==> src/rtl/can_eirq_pkg.sv <==
// Package: shared constants for the CAN error-state interrupt flag register.
// Assumes 9-bit error counters so that 256 is representable.
package can_eirq_pkg;
    localparam int FLAG_W   = 16;
    localparam int CNT_W    = 9;
    localparam int LIM_WARN = 96;
    localparam int LIM_PASS = 128;
    localparam int LIM_BOFF = 256;
    localparam int BIT_RST  = 0;
    localparam int BIT_RXM  = 1;
    localparam int BIT_RMT  = 2;
    localparam int BIT_OVL  = 8;
    localparam int THR_TOP  = 7;   // threshold flags occupy bits 7 down to 4
    localparam int N_THR    = 4;
    localparam logic [FLAG_W-1:0] W1C_BITS  = 16'h01F1;
    localparam logic [FLAG_W-1:0] FLAG_RST  = 16'h0001;
    localparam logic [FLAG_W-1:0] MASK_RST  = 16'hFFFF;
    typedef enum logic {SEL_FLAGS = 1'b0, SEL_MASK = 1'b1} reg_sel_e;
endpackage

==> src/rtl/can_eirq_cross.sv <==
// Threshold crossing detector: compares the watched counter(s) against a
// fixed limit and emits a one-cycle rise pulse when the condition goes true.
// Assumes counters are stable within a cycle; previous level resets to 0.
module can_eirq_cross #(
    parameter int CNT_W    = 9,
    parameter int LIMIT    = 96,
    parameter bit WATCH_TX = 1'b1,
    parameter bit WATCH_RX = 1'b0
) (
    input  logic             clk,
    input  logic             rst_n,
    input  logic [CNT_W-1:0] tx_cnt,
    input  logic [CNT_W-1:0] rx_cnt,
    output logic             rise
);
    localparam logic [CNT_W-1:0] LIM_V = LIMIT[CNT_W-1:0];

    logic tx_hi, rx_hi, level, level_q;

    // Combine the enabled comparisons into one condition level.
    always_comb begin
        tx_hi = (tx_cnt >= LIM_V);
        rx_hi = (rx_cnt >= LIM_V);
        level = (WATCH_TX & tx_hi) | (WATCH_RX & rx_hi);
        rise  = level & ~level_q;
    end

    // Remember the previous condition level to detect the upward crossing.
    always_ff @(posedge clk) begin
        if (!rst_n) level_q <= 1'b0;
        else        level_q <= level;
    end

    assert_single_rise_R5: assert property (@(posedge clk) disable iff (!rst_n)
        rise |=> !rise);
endmodule

==> src/rtl/can_eirq_w1c.sv <==
// Sticky flag bit with write-1-to-clear; set has priority over clear.
// Assumes set and clr are single-cycle qualified strobes.
module can_eirq_w1c #(
    parameter bit RST_VAL = 1'b0
) (
    input  logic clk,
    input  logic rst_n,
    input  logic set,
    input  logic clr,
    output logic flag
);
    // Hold the flag; a set event wins over a same-cycle clear.
    always_ff @(posedge clk) begin
        if (!rst_n)   flag <= RST_VAL;
        else if (set) flag <= 1'b1;
        else if (clr) flag <= 1'b0;
    end

    assert_set_wins_R8: assert property (@(posedge clk) disable iff (!rst_n)
        set |=> flag);
    assert_clear_takes_R7: assert property (@(posedge clk) disable iff (!rst_n)
        (clr && !set) |=> !flag);
endmodule

==> src/rtl/can_eirq_mbox.sv <==
// Mailbox-derived read-only flag: sets when a qualifying frame is stored in
// an unmasked mailbox; clears once no unmasked mailbox has a pending bit.
// Assumes the pending vector is updated by the mailbox logic after a store.
module can_eirq_mbox #(
    parameter int NMB   = 8,
    parameter int IDX_W = $clog2(NMB)
) (
    input  logic             clk,
    input  logic             rst_n,
    input  logic             store,
    input  logic [IDX_W-1:0] store_idx,
    input  logic [NMB-1:0]   mb_mask,
    input  logic [NMB-1:0]   pend,
    output logic             flag
);
    logic hit, any_live;

    // Qualify the store by the target mailbox mask; reduce live pendings.
    always_comb begin
        hit      = store & ~mb_mask[store_idx];
        any_live = |(pend & ~mb_mask);
    end

    // Sticky while any unmasked pending bit remains.
    always_ff @(posedge clk) begin
        if (!rst_n)         flag <= 1'b0;
        else if (hit)       flag <= 1'b1;
        else if (!any_live) flag <= 1'b0;
    end

    assert_store_sets_R9: assert property (@(posedge clk) disable iff (!rst_n)
        hit |=> flag);
    assert_idle_clears_R9: assert property (@(posedge clk) disable iff (!rst_n)
        (!store && ((pend & ~mb_mask) == '0)) |=> !flag);
endmodule

==> src/rtl/can_eirq_regs.sv <==
// Top: CAN error-state interrupt flag register with mask and combined IRQ.
// Assumes counters and event pulses come from the controller core and that
// reads are combinational on reg_sel.
module can_eirq_regs
    import can_eirq_pkg::*;
#(
    parameter int NMB = 8,
    localparam int IDX_W = $clog2(NMB)
) (
    input  logic              clk,
    input  logic              rst_n,
    input  logic [CNT_W-1:0]  tx_err_cnt,
    input  logic [CNT_W-1:0]  rx_err_cnt,
    input  logic              ovl_sent,
    input  logic              rst_done,
    input  logic              store_vld,
    input  logic [IDX_W-1:0]  store_idx,
    input  logic              store_remote,
    input  logic [NMB-1:0]    rx_pend,
    input  logic [NMB-1:0]    rmt_pend,
    input  logic [NMB-1:0]    mb_irq_mask,
    input  logic              reg_wr,
    input  logic              reg_sel,
    input  logic [FLAG_W-1:0] reg_wdata,
    output logic [FLAG_W-1:0] reg_rdata,
    output logic              irq_req
);
    logic [FLAG_W-1:0] flags, set_vec, clr_vec, mask_q;
    logic [N_THR-1:0]  thr_rise;

    // Threshold detectors: g0 bus-off, g1 passive, g2 rx warn, g3 tx warn.
    for (genvar g = 0; g < N_THR; g++) begin : g_thr
        localparam int LIM = (g == 0) ? LIM_BOFF : (g == 1) ? LIM_PASS : LIM_WARN;
        can_eirq_cross #(
            .CNT_W(CNT_W), .LIMIT(LIM),
            .WATCH_TX(g != 2), .WATCH_RX(g == 1 || g == 2)
        ) u_cross (
            .clk(clk), .rst_n(rst_n),
            .tx_cnt(tx_err_cnt), .rx_cnt(rx_err_cnt),
            .rise(thr_rise[g])
        );
    end

    // Gather set events and write-1 clears into per-bit vectors.
    always_comb begin
        set_vec          = '0;
        set_vec[BIT_OVL] = ovl_sent;
        set_vec[BIT_RST] = rst_done;
        for (int g = 0; g < N_THR; g++) set_vec[THR_TOP-g] = thr_rise[g];
        clr_vec = (reg_wr && reg_sel == SEL_FLAGS) ? (reg_wdata & W1C_BITS) : '0;
    end

    // Per-bit flag variants chosen by bit position.
    for (genvar b = 0; b < FLAG_W; b++) begin : g_bit
        if (W1C_BITS[b]) begin : g_w1c
            can_eirq_w1c #(.RST_VAL(FLAG_RST[b])) u_flag (
                .clk(clk), .rst_n(rst_n),
                .set(set_vec[b]), .clr(clr_vec[b]), .flag(flags[b])
            );
        end else if (b == BIT_RXM) begin : g_rxm
            can_eirq_mbox #(.NMB(NMB)) u_flag (
                .clk(clk), .rst_n(rst_n), .store(store_vld),
                .store_idx(store_idx), .mb_mask(mb_irq_mask),
                .pend(rx_pend), .flag(flags[b])
            );
        end else if (b == BIT_RMT) begin : g_rmt
            can_eirq_mbox #(.NMB(NMB)) u_flag (
                .clk(clk), .rst_n(rst_n), .store(store_vld & store_remote),
                .store_idx(store_idx), .mb_mask(mb_irq_mask),
                .pend(rmt_pend), .flag(flags[b])
            );
        end else begin : g_rsv
            assign flags[b] = 1'b0;
        end
    end

    // Interrupt mask word, loaded by software.
    always_ff @(posedge clk) begin
        if (!rst_n)                            mask_q <= MASK_RST;
        else if (reg_wr && reg_sel == SEL_MASK) mask_q <= reg_wdata;
    end

    // Read mux and combined interrupt request.
    always_comb begin
        reg_rdata = (reg_sel == SEL_MASK) ? mask_q : flags;
        irq_req   = |(flags & ~mask_q);
    end

    assert_masked_quiet_R12: assert property (@(posedge clk) disable iff (!rst_n)
        (mask_q == MASK_RST) |-> !irq_req);
    assert_mask_load_R12: assert property (@(posedge clk) disable iff (!rst_n)
        (reg_wr && reg_sel == SEL_MASK) |=> (mask_q == $past(reg_wdata)));
    assert_ovl_set_R6: assert property (@(posedge clk) disable iff (!rst_n)
        ovl_sent |=> flags[BIT_OVL]);
endmodule

==> config.mk <==
export PLATFORM = sky130hd
export DESIGN_NAME = can_eirq_regs
export DESIGN_NICKNAME = d
export VERILOG_FILES = /design/src/rtl/can_eirq_pkg.sv /design/src/rtl/can_eirq_cross.sv /design/src/rtl/can_eirq_w1c.sv /design/src/rtl/can_eirq_mbox.sv /design/src/rtl/can_eirq_regs.sv
export SDC_FILE = /design/constraint.sdc
export NUM_CORES = 1
export LEC_CHECK = 0
export BUFFER_PORTS_ARGS = -buffer_cell sky130_fd_sc_hd__buf_2
export CAP_MARGIN = 20
export CORE_AREA = 2 2 53 80
export CTS_BUF_LIST = sky130_fd_sc_hd__clkbuf_2 sky130_fd_sc_hd__clkbuf_4 sky130_fd_sc_hd__clkbuf_8
export DETAILED_ROUTE_END_ITERATION = 10
export DIE_AREA = 0 0 55 82
export PLACE_DENSITY = 0.76
export SLEW_MARGIN = 0
export SYNTH_ARGS = -nofsm -noshare
export SYNTH_HDL_FRONTEND = slang
export SYNTH_HIERARCHICAL = 1
export SYNTH_SLANG_ARGS = --single-unit
==> constraint.sdc <==
create_clock -name clk -period 1.2 [get_ports clk]
set_input_delay 0.36 -clock clk [delete_from_list [all_inputs] [get_ports clk]]
set_output_delay 0.36 -clock clk [all_outputs]
set_load 0.005 [all_outputs]
==> impl_summary.log, run 1 <==
[metrics] slew at the pin closest to its max-slew limit: 0.398 ns
[metrics] Clock Path Buffers: 2
[metrics] distinct cell type count of the synthesized netlist: 25
[metrics] Critical Path Sink Type: output pin
[metrics] share of synthesized area occupied by flip-flops and latches: 36.5%
[metrics] DRC: 0
[metrics] gate count after technology mapping: 191
[metrics] number of antenna violations at the first check in global routing: 0
[metrics] Total Negative Setup Slacks: -1.67 ns
[metrics] TritonCTS clock tree: built
[metrics] Setup WS post-layout: -0.556 ns
[metrics] result of the run: finished, violations left
[metrics] unrepaired setup endpoints after global routing: yes
[metrics] Hold Buf Count CTS: 0
[metrics] netlist area before placement: 0.00153 mm^2
[metrics] global-route usage over all layers: 18.1%
[metrics] DR WL/cell: 11.9 um
[metrics] post-layout net count: 364
[metrics] area fraction of the dominant cell type after synthesis: 36.5%
[metrics] Port Buffers: 75
[metrics] source-to-sink clock delay at the later pin of the worst-skew pair: 0.28 ns
[metrics] startpoint type of the worst setup path: flip-flop
[metrics] clock tree sinks: 28
[metrics] post-synthesis average cell area: 8.03 um^2
[metrics] syn_nets: 260
[metrics] height of the die: 82 um
[metrics] Die Area: 0.00451 mm^2
[metrics] DP HPWL: 3130 um
[metrics] vias: 1677
[metrics] Worst IR Drop VDD: 0.613 mV
[metrics] diode insertion count for antenna repair: 0
[metrics] Post-Route Skew: 0.0104 ns
[metrics] leakage dissipation: 1.25 nW
[metrics] failing checks: negative setup slack
[metrics] Pwr per Cell Area: 991 mW/mm^2
[metrics] P&R area growth vs syn: 60.6%
[metrics] top area cells in the synthesized netlist: sky130_fd_sc_hd__dfxtp_1 (37%), sky130_fd_sc_hd__nand2_1 (11%), sky130_fd_sc_hd__and2_1 (6.9%), sky130_fd_sc_hd__mux4_1 (6.9%), sky130_fd_sc_hd__nand3_1 (5.9%)
[metrics] final cell count without fillers: 339
[metrics] htree depth: 1
[metrics] first-pass GRT wire length: 6020 um
[metrics] fraction of the cycle the final worst path needs: 146%
[metrics] max-cap violations: 0
[metrics] initial core utilization: 39.8%
[metrics] cell taking the most area after synthesis: sky130_fd_sc_hd__dfxtp_1
[metrics] data arrival time at the worst-slack endpoint: 1.40 ns
[metrics] fraction of layout cells with a size suffix above 1: 58.8%
[metrics] Remaining Overflow, GRT: 0
[metrics] number of global-route vias before repair: 1499
[metrics] vias per cell: 4.95
[metrics] clock transition time at the flip-flop clock pins of the worst setup and hold paths: 0.08 ns
[metrics] minimum clock period: 1.76 ns
[metrics] number of hold violations in the final report: 0
[metrics] number of endpoints failing setup at the final stage: 16
[metrics] length of the first detailed-routing pass in iterations: 4
[metrics] final slew viol count: 0
[metrics] number of nets with antenna violations after detailed routing: 0
[metrics] iteration-0 DRC count of the detailed router: 28
[metrics] Rows: 28
[metrics] number of flip-flops and latches in the synthesized netlist: 28
[metrics] fmax: 0.570 GHz
[metrics] pin count of the biggest net entering global routing: 17
[metrics] Max FO, Critical Path: 2
[metrics] worst setup path category: flip-flop to output pin
[metrics] Num CTS Buffers: 3
[metrics] Yosys warnings: 6
[metrics] Cells after DPL: 329
[metrics] required time reported for the critical path endpoint: 0.84 ns
[metrics] core footprint: 0.00385 mm^2
[metrics] Clock Tree Root: sky130_fd_sc_hd__clkbuf_8
[metrics] relative slew slack: 73.4%
[metrics] Horiz. Die Dim: 55 um
[metrics] routability cong.: 0.773
[metrics] final routed wirelength across all metal layers: 4020 um
[metrics] top-level I/O count: 86
[metrics] path category of the worst min-delay check: primary input to flip-flop
-- cell usage in the layout, fill, tap and decap left out, drive strengths merged --
master and instances:
clkbuf 3, nor2b 10, or4 1, a211oi 2
bufinv 1, nor2 3, nand3b 1, and2 17
nand2 43, o21a 5, dfxtp 28, buf 106
mux4 4, inv 24, o22ai 12, mux2i 2
nand3 18, nand2b 1, o21ai 10, nor4 3
-- routing by layer --
metal  share of wire [%]  GRT usage [%]  vias to the layer above
li1                    -              -                      843
met1                  33           16.8                      774
met2                  59           35.7                       56
met3                 6.5           3.64                        4
met4                 1.4           7.32                        0
met5                   0              0                        -
-- sequential cells by signal, indices dropped and copies added (netlist names) --
register                 flops
mask_q                      16
g_bit.g_rmt.u_flag/flag      1
g_bit.g_rxm.u_flag/flag      1
g_thr.u_cross/level_q        4
g_bit.g_w1c.u_flag/flag      6
-- stage by stage --
step	power [mW]	setup WS [ns]	cell area [um^2]	util, %	hold slack [ns]
after global routing	2.57	-0.605	2460	63.9	0.270
final	2.44	-0.556	2460	63.9	0.271
after floorplan	1.30	-0.0871	1520	-	0.432
after global placement	1.57	-0.233	2130	55.2	0.438
after detailed placement	1.59	-0.265	2130	55.2	0.454
after CTS	2.39	-0.564	2340	60.6	0.270
-- worst max-delay path, cell delays in order, from the launching register on --
cell and delay, ns:
sky130_fd_sc_hd__dfxtp_2 0.33, sky130_fd_sc_hd__inv_2 0.06, sky130_fd_sc_hd__o22ai_2 0.08, sky130_fd_sc_hd__or4_1 0.51, sky130_fd_sc_hd__buf_2 0.14
-- synth_stat cells --
| master | count |
|---|---|
| sky130_fd_sc_hd__buf_4 | 1 |
| sky130_fd_sc_hd__mux4_1 | 4 |
| sky130_fd_sc_hd__nand2b_1 | 1 |
| sky130_fd_sc_hd__o21ai_2 | 2 |
| sky130_fd_sc_hd__dfxtp_1 | 28 |
| sky130_fd_sc_hd__nor2_1 | 3 |
| sky130_fd_sc_hd__a211oi_2 | 2 |
| sky130_fd_sc_hd__o21ai_0 | 8 |
| sky130_fd_sc_hd__buf_6 | 1 |
| sky130_fd_sc_hd__inv_1 | 24 |
| sky130_fd_sc_hd__nor4_1 | 2 |
| sky130_fd_sc_hd__and2_1 | 17 |
| sky130_fd_sc_hd__buf_1 | 1 |
| sky130_fd_sc_hd__o21a_1 | 5 |
| sky130_fd_sc_hd__or4_1 | 1 |
| sky130_fd_sc_hd__nand3_1 | 18 |
| sky130_fd_sc_hd__nor2b_1 | 4 |
| sky130_fd_sc_hd__mux2i_1 | 2 |
| sky130_fd_sc_hd__o22ai_1 | 12 |
| sky130_fd_sc_hd__nand2_1 | 43 |
| sky130_fd_sc_hd__clkbuf_1 | 2 |
| sky130_fd_sc_hd__nor2b_4 | 6 |
| sky130_fd_sc_hd__nand3b_1 | 1 |
| sky130_fd_sc_hd__buf_2 | 2 |
| sky130_fd_sc_hd__nor4_2 | 1 |
-- report_power, final --
part	switching [mW]	total [mW]	internal, mW
registers	0.0382	1.04	1.01
clock network	0.281	0.727	0.447
logic	0.269	0.671	0.401
total	0.588	2.44	1.85
-- cell families (layout without fill, tap and decap cells) --
family,count (synthesis),count (layout),share of synthesized area [%]
and+or+nand+nor,97,97,34.1
buffers and inverters,31,134,8.48
muxes,6,6,8.16
DFF,28,28,36.5
AOI/OAI and AO/OA,29,29,12.7
-- worst paths after layout --
check,startpoint,to,slack (ns),depth (start not counted)
max,g_bit[1].g_rxm.u_flag/flag$_SDFFE_PN0P_,irq_req,-0.56,4
min,rst_done,g_bit[0].g_w1c.u_flag/flag$_SDFFE_PP1P_,0.27,2
max reg2reg,mask_q[4]$_SDFFE_PN1P_,mask_q[4]$_SDFFE_PN1P_,0.38,4
min reg2reg,mask_q[3]$_SDFFE_PN1P_,mask_q[3]$_SDFFE_PN1P_,0.46,2
-- area by class of cell --
cell class / count / area [um^2]
Clock buffer: 3 / 41.3
Clock inverter: 1 / 30.0
Fill cell: 356 / 1390
Inverter: 24 / 90.1
Multi-Input combinational cell: 132 / 902
Sequential cell: 28 / 588
Tap cell: 45 / 56.3
Timing Repair Buffer: 106 / 756
-- repair_timing --
item	CTS	global route
gates cloned	1	0
gates resized for setup	45	35
pin swaps	4	6
setup endpoints to repair	16	18
setup buffers	1	5
Note: power is estimated with default switching activity, not from simulation.
==> run 2, diff against run 1 <==
--- a/config.mk
+++ b/config.mk
@@ -5,13 +5,13 @@
 export SDC_FILE = /design/constraint.sdc
 export NUM_CORES = 1
 export LEC_CHECK = 0
-export BUFFER_PORTS_ARGS = -buffer_cell sky130_fd_sc_hd__buf_2
 export CAP_MARGIN = 20
-export CORE_AREA = 2 2 53 80
+export CORE_AREA = 2 2 45 68
 export CTS_BUF_LIST = sky130_fd_sc_hd__clkbuf_2 sky130_fd_sc_hd__clkbuf_4 sky130_fd_sc_hd__clkbuf_8
 export DETAILED_ROUTE_END_ITERATION = 10
-export DIE_AREA = 0 0 55 82
-export PLACE_DENSITY = 0.76
+export DIE_AREA = 0 0 47 70
+export DONT_BUFFER_PORTS = 1
+export PLACE_DENSITY = 0.74
 export SLEW_MARGIN = 0
 export SYNTH_ARGS = -nofsm -noshare
 export SYNTH_HDL_FRONTEND = slang
==> run 2 against run 1 <==
Effect of this change:
- the flow still finishes with violations (negative setup slack)
- die area is 27% lower
- worst setup slack better by 0.14 ns
- wire length is 17% lower
- core utilization is 0.70 points lower
- worst hold slack worse by 0.11 ns
- clock skew is 0.0099 ns lower
- largest cell class unchanged
- critical path type unchanged
- via count is 23% lower
- clock power is 23% lower
- largest power group unchanged
- power is 20% lower
- first-iteration DRC count is 21% lower
- sequential power hardly changed
- clock-buffer cell count is 1 higher
==> impl_summary.log, run 2 (same netlist as run 1, synthesis figures left out) <==
[metrics] result of the run: finished, violations left
[metrics] failing checks: negative setup slack
[metrics] Critical Path Sink Type: output pin
[metrics] most common cell after layout, fill and taps aside: sky130_fd_sc_hd__nand2_1
[metrics] design area: 0.00175 mm^2
[metrics] startpoint type of the worst setup path: flip-flop
[metrics] clock tree sinks: 28
[metrics] unrepaired setup endpoints after global routing: yes
[metrics] path category of the worst min-delay check: primary input to flip-flop
[metrics] TritonCTS clock tree: built
[metrics] Pwr per Cell Area: 1120 mW/mm^2
[metrics] number of flip-flops in the largest register: 16
[metrics] first-pass GRT wire length: 5140 um
[metrics] Clock Tree Root: sky130_fd_sc_hd__clkbuf_8
[metrics] clock network fraction of total power: 28.8%
[metrics] Setup WS post-layout: -0.419 ns
[metrics] Cells after DPL: 229
[metrics] number of hold violations in the final report: 0
[metrics] final slew viol count: 0
[metrics] global-route usage over all layers: 21.1%
[metrics] htree depth: 1
[metrics] Cell Area, Placed: 0.00158 mm^2
[metrics] required time reported for the critical path endpoint: 0.84 ns
[metrics] max-cap violations: 0
[metrics] vias per cell: 5.52
[metrics] core footprint: 0.00276 mm^2
[metrics] number of global-route vias before repair: 1248
[metrics] most frequent cells in the layout: sky130_fd_sc_hd__nand2_1 (38), sky130_fd_sc_hd__nand3_1 (18), sky130_fd_sc_hd__and2_1 (17), sky130_fd_sc_hd__dfxtp_2 (16), sky130_fd_sc_hd__inv_1 (16)
[metrics] Post-Route Skew: 0.000438 ns
[metrics] DR WL/cell: 14.3 um
[metrics] Num CTS Buffers: 3
[metrics] leakage dissipation: 0.783 nW
[metrics] Total Negative Setup Slacks: -0.475 ns
[metrics] height of the die: 70 um
[metrics] vias: 1298
[metrics] register name with the most flops: mask_q
[metrics] source-to-sink clock delay at the later pin of the worst-skew pair: 0.27 ns
[metrics] routability cong.: 0.867
[metrics] number of endpoints failing setup at the final stage: 2
[metrics] Max FO, Critical Path: 2
[metrics] combinational share of power: 18.1%
[metrics] iteration-0 DRC count of the detailed router: 22
[metrics] final cell count without fillers: 235
[metrics] Remaining Overflow, GRT: 0
[metrics] slew at the pin closest to its max-slew limit: 0.570 ns
[metrics] NetSw: 465 uW
[metrics] Sequential Power Share: 53.2%
[metrics] Port Buffers: 0
[metrics] post-route worst hold slack: 0.166 ns
[metrics] number of antenna violations at the first check in global routing: 0
[metrics] overall power of the completed layout: 1.96 mW
[metrics] length of the first detailed-routing pass in iterations: 4
[metrics] fmax: 0.618 GHz
[metrics] Die Area: 0.00329 mm^2
[metrics] number of nets with antenna violations after detailed routing: 0
[metrics] Worst IR Drop VDD: 0.721 mV
[metrics] pin count of the biggest net entering global routing: 31
[metrics] initial core utilization: 55.5%
[metrics] relative slew slack: 62.0%
[metrics] Horiz. Die Dim: 47 um
[metrics] Internal Dissipation: 1.49 mW
[metrics] fraction of the cycle the final worst path needs: 135%
[metrics] fraction of layout cells with a size suffix above 1: 32.1%
[metrics] diode insertion count for antenna repair: 0
[metrics] worst setup path category: flip-flop to output pin
[metrics] Rows: 24
[metrics] largest registers in the final layout: mask_q (16), g_bit.g_w1c.u_flag/flag (6), g_thr.u_cross/level_q (4)
[metrics] DP HPWL: 2590 um
[metrics] minimum clock period: 1.62 ns
[metrics] worst setup timing slack at the placement stage: -0.161 ns
[metrics] top-level I/O count: 86
[metrics] DRC: 0
[metrics] core utilization of the finished layout: 63.2%
[metrics] post-layout net count: 266
[metrics] P&R area growth vs syn: 13.9%
[metrics] data arrival time at the worst-slack endpoint: 1.26 ns
[metrics] final routed wirelength across all metal layers: 3350 um
[metrics] Clock Path Buffers: 2
[metrics] clock transition time at the flip-flop clock pins of the worst setup and hold paths: 0.09 ns
[metrics] switching share of power: 23.8%
-- run 2: repair_timing --
| item | CTS | global route |
|---|---|---|
| hold buffers | 0 | 0 |
| buffers inserted | 0 | 4 |
| setup endpoints to repair | 9 | 9 |
| resized for setup | 20 | 30 |
| pin swaps | 1 | 5 |
-- run 2: worst max-delay path, stage by stage (launching register included) --
cell and delay [ns]:
sky130_fd_sc_hd__dfxtp_2 0.33, sky130_fd_sc_hd__inv_2 0.08, sky130_fd_sc_hd__o22ai_1 0.09, sky130_fd_sc_hd__or4_4 0.49
-- run 2: cell type report --
cell class,count,area (um^2)
Clock buffer,4,55.1
Sequential cell,28,581
Timing Repair Buffer,8,75.1
Tap cell,39,48.8
Fill cell,264,1020
Inverter,24,90.1
Multi-Input combinational cell,132,897
-- run 2: final timing paths --
kind                                              to  depth (start not counted)                                     from  slack (ns)
max                                          irq_req                          3  g_bit[5].g_w1c.u_flag/flag$_SDFFE_PN0P_       -0.42
max reg2reg  g_bit[8].g_w1c.u_flag/flag$_SDFFE_PN0P_                          2  g_bit[8].g_w1c.u_flag/flag$_SDFFE_PN0P_        0.50
min reg2reg                   mask_q[9]$_SDFFE_PN1P_                          2                   mask_q[9]$_SDFFE_PN1P_        0.47
min                           mask_q[7]$_SDFFE_PN1P_                          1                                    rst_n        0.17
-- run 2: power groups by stage --
stage	registers [mW]	logic, mW	clock network, mW
2_1_floorplan	1.04	0.262	0
3_3_place_gp	1.04	0.292	0
3_5_place_dp	1.05	0.303	0
4_1_cts	1.03	0.320	0.580
5_1_grt	1.05	0.392	0.618
6_report	1.04	0.353	0.563
-- run 2: routing by layer --
layer / wire length [um] / part of all wire, % / GRT usage [%]
met2: 1770 / 53 / 37.7
met1: 1240 / 37 / 22.6
met3: 286 / 8.5 / 4.65
met4: 53 / 1.6 / 7.41
met5: 0 / 0 / 0
==> run 3, diff against run 2 <==
--- a/config.mk
+++ b/config.mk
@@ -12,6 +12,7 @@
 export DIE_AREA = 0 0 47 70
 export DONT_BUFFER_PORTS = 1
 export PLACE_DENSITY = 0.74
+export SKIP_LAST_GASP = 1
 export SLEW_MARGIN = 0
 export SYNTH_ARGS = -nofsm -noshare
 export SYNTH_HDL_FRONTEND = slang
==> run 3 against run 2 <==
Effect of this change:
- the flow still finishes with violations (negative setup slack)
- first-iteration DRC count did not move
- design area fell by 0.29%
- wire length rose by 0.54%
- critical endpoint unchanged
- via count rose by 0.23%
- highest routed layer unchanged
==> impl_summary.log, run 3 (same netlist as run 1, synthesis figures left out) <==
[metrics] source-to-sink clock delay at the later pin of the worst-skew pair: 0.27 ns
[metrics] max-cap violations: 0
[metrics] Clock Tree Root: sky130_fd_sc_hd__clkbuf_8
[metrics] iteration-0 DRC count of the detailed router: 22
[metrics] number of antenna violations at the first check in global routing: 0
[metrics] length of the first detailed-routing pass in iterations: 4
[metrics] area used by sequential logic in the layout: 581 um^2
[metrics] design area: 0.00174 mm^2
[metrics] met1 capacity usage during global routing: 22.6%
[metrics] final slew viol count: 0
[metrics] global-route usage over all layers: 21.1%
[metrics] core utilization of the finished layout: 63.0%
[metrics] depth of the worst register-to-register path: 2
[metrics] result of the run: finished, violations left
[metrics] number of flip-flops in the largest register: 16
[metrics] number of nets with antenna violations after detailed routing: 0
[metrics] worst setup slack for register-to-register paths: 0.49 ns
[metrics] Cell Area, Placed: 0.00158 mm^2
[metrics] NetSw: 464 uW
[metrics] DR WL/cell: 14.3 um
[metrics] clock transition time at the flip-flop clock pins of the worst setup and hold paths: 0.09 ns
[metrics] final routed wirelength across all metal layers: 3370 um
[metrics] switching share of power: 23.7%
[metrics] clock network fraction of total power: 28.8%
[metrics] Pwr per Cell Area: 1120 mW/mm^2
[metrics] buffers plus inverters on the worst setup path: 1
[metrics] fraction of the cycle the final worst path needs: 135%
[metrics] most crowded layer after global routing: met2
[metrics] worst r2r src: g_bit[8].g_w1c.u_flag/flag$_SDFFE_PN0P_
[metrics] register name with the most flops: mask_q
[metrics] height of the die: 70 um
[metrics] FILL cells: 265
[metrics] DP HPWL: 2590 um
[metrics] most frequent cells in the layout: sky130_fd_sc_hd__nand2_1 (38), sky130_fd_sc_hd__nand3_1 (18), sky130_fd_sc_hd__and2_1 (17), sky130_fd_sc_hd__dfxtp_2 (16), sky130_fd_sc_hd__inv_1 (16)
[metrics] Rows: 24
[metrics] cells along the critical path: inv_2 > o22ai_1 > or4_4
[metrics] Setup WS post-layout: -0.419 ns
[metrics] data arrival time at the worst-slack endpoint: 1.26 ns
[metrics] vias: 1301
[metrics] Critical Path Start: g_bit[5].g_w1c.u_flag/flag$_SDFFE_PN0P_
[metrics] Clock Path Buffers: 2
[metrics] Horiz. Die Dim: 47 um
[metrics] capture point of the critical path: irq_req
[metrics] startpoint type of the worst setup path: flip-flop
[metrics] diode insertion count for antenna repair: 0
[metrics] path category of the worst min-delay check: primary input to flip-flop
[metrics] family with the most delay on the worst path: simple AND/OR/NAND/NOR gates
[metrics] post-layout net count: 266
[metrics] pin count of the biggest net entering global routing: 31
[metrics] TritonCTS clock tree: built
[metrics] Port Buffers: 0
[metrics] number of global-route vias before repair: 1248
[metrics] P&R area growth vs syn: 13.5%
[metrics] worst setup path category: flip-flop to output pin
[metrics] routability cong.: 0.867
[metrics] combinational share of power: 18.0%
[metrics] DRC: 0
[metrics] vias per cell: 5.54
[metrics] fmax: 0.618 GHz
[metrics] number of hold violations in the final report: 0
[metrics] Num CTS Buffers: 3
[metrics] fraction of layout cells with a size suffix above 1: 32.1%
[metrics] largest registers in the final layout: mask_q (16), g_bit.g_w1c.u_flag/flag (6), g_thr.u_cross/level_q (4)
[metrics] Cells after DPL: 229
[metrics] relative slew slack: 61.6%
[metrics] failing checks: negative setup slack
[metrics] required time reported for the critical path endpoint: 0.84 ns
[metrics] clock tree sinks: 28
[metrics] minimum clock period: 1.62 ns
[metrics] Internal Dissipation: 1.49 mW
[metrics] cell with the largest stage delay on the worst path: sky130_fd_sc_hd__or4_4
[metrics] worst reg2reg endpoint: g_bit[8].g_w1c.u_flag/flag$_SDFFE_PN0P_
[metrics] leakage dissipation: 0.781 nW
[metrics] core footprint: 0.00276 mm^2
[metrics] Die Area: 0.00329 mm^2
[metrics] Critical Path Sink Type: output pin
[metrics] total area of multi-input combinational cells: 892 um^2
[metrics] Sequential Power Share: 53.2%
[metrics] worst setup timing slack at the placement stage: -0.161 ns
[metrics] met3 global-route usage: 4.65%
[metrics] Post-Route Skew: 0.000439 ns
[metrics] htree depth: 1
[metrics] delay contributed by the slowest stage of the critical path: 0.49 ns
[metrics] Worst IR Drop VDD: 0.719 mV
[metrics] Max FO, Critical Path: 2
[metrics] most common cell after layout, fill and taps aside: sky130_fd_sc_hd__nand2_1
[metrics] number of logic stages on the critical path including buffering: 3
[metrics] Remaining Overflow, GRT: 0
[metrics] initial core utilization: 55.5%
[metrics] met2 Track Usage GR: 37.7%
[metrics] number of endpoints failing setup at the final stage: 2
[metrics] final cell count without fillers: 235
[metrics] unrepaired setup endpoints after global routing: yes
[metrics] top-level I/O count: 86
[metrics] first-pass GRT wire length: 5140 um
[metrics] slew at the pin closest to its max-slew limit: 0.575 ns
## run 3: worst min path at each step
| stage | from | slack [ns] | cells past startpoint | to |
|---|---|---|---|---|
| 6_report | rst_n | 0.17 | 1 | mask_q[7]$_SDFFE_PN1P_ |
| 5_1_grt | rst_n | 0.15 | 1 | mask_q[7]$_SDFFE_PN1P_ |
| 4_1_cts | rst_n | 0.15 | 1 | mask_q[8]$_SDFFE_PN1P_ |
| 3_5_place_dp | rst_n | 0.44 | 1 | mask_q[6]$_SDFFE_PN1P_ |
| 3_3_place_gp | rst_n | 0.43 | 1 | mask_q[7]$_SDFFE_PN1P_ |
| 2_1_floorplan | mask_q[14]$_SDFFE_PN1P_ | 0.43 | 2 | mask_q[14]$_SDFFE_PN1P_ |
## run 3: worst reg2reg max path, delay by kind of cell (launching register included)
kind / cells / cell delay, ns
flops: 1 / 0.33
compound gates: 1 / 0.16
simple gates: 1 / 0.11
## run 3: metrics by stage
step	hold WS [ns]	power [mW]	TNS [ns]
2_1_floorplan	0.432	1.30	-0.0871
3_3_place_gp	0.435	1.34	-0.197
3_5_place_dp	0.438	1.35	-0.230
4_1_cts	0.154	1.93	-0.573
5_1_grt	0.151	2.06	-0.707
6_report	0.166	1.95	-0.475
## run 3: metal layers
metal | share of wire (%) | routed length (um)
met1 | 37 | 1260
met2 | 53 | 1770
met3 | 8.5 | 286
met5 | 0 | 0
met4 | 1.6 | 53
## run 3: power groups by stage
stage / combinational, mW / clock (mW) / sequential, mW
after floorplan: 0.262 / 0 / 1.04
after global placement: 0.292 / 0 / 1.04
after detailed placement: 0.303 / 0 / 1.05
after CTS: 0.320 / 0.580 / 1.03
after global routing: 0.391 / 0.618 / 1.05
final: 0.351 / 0.563 / 1.04
## run 3: what timing repair did
item	in CTS	in global routing
pin swaps	1	5
buffers inserted	0	4
gates cloned	0	0
endpoints found under the setup margin	9	9
gates resized for setup	20	29
hold buffers	0	0
## run 3: area by class of cell
class	instances	area share, %
Sequential cell	28	33.3
Tap cell	39	2.80
Inverter	24	5.17
Clock buffer	4	3.16
Multi-Input combinational cell	132	51.2
Timing Repair Buffer	8	4.31
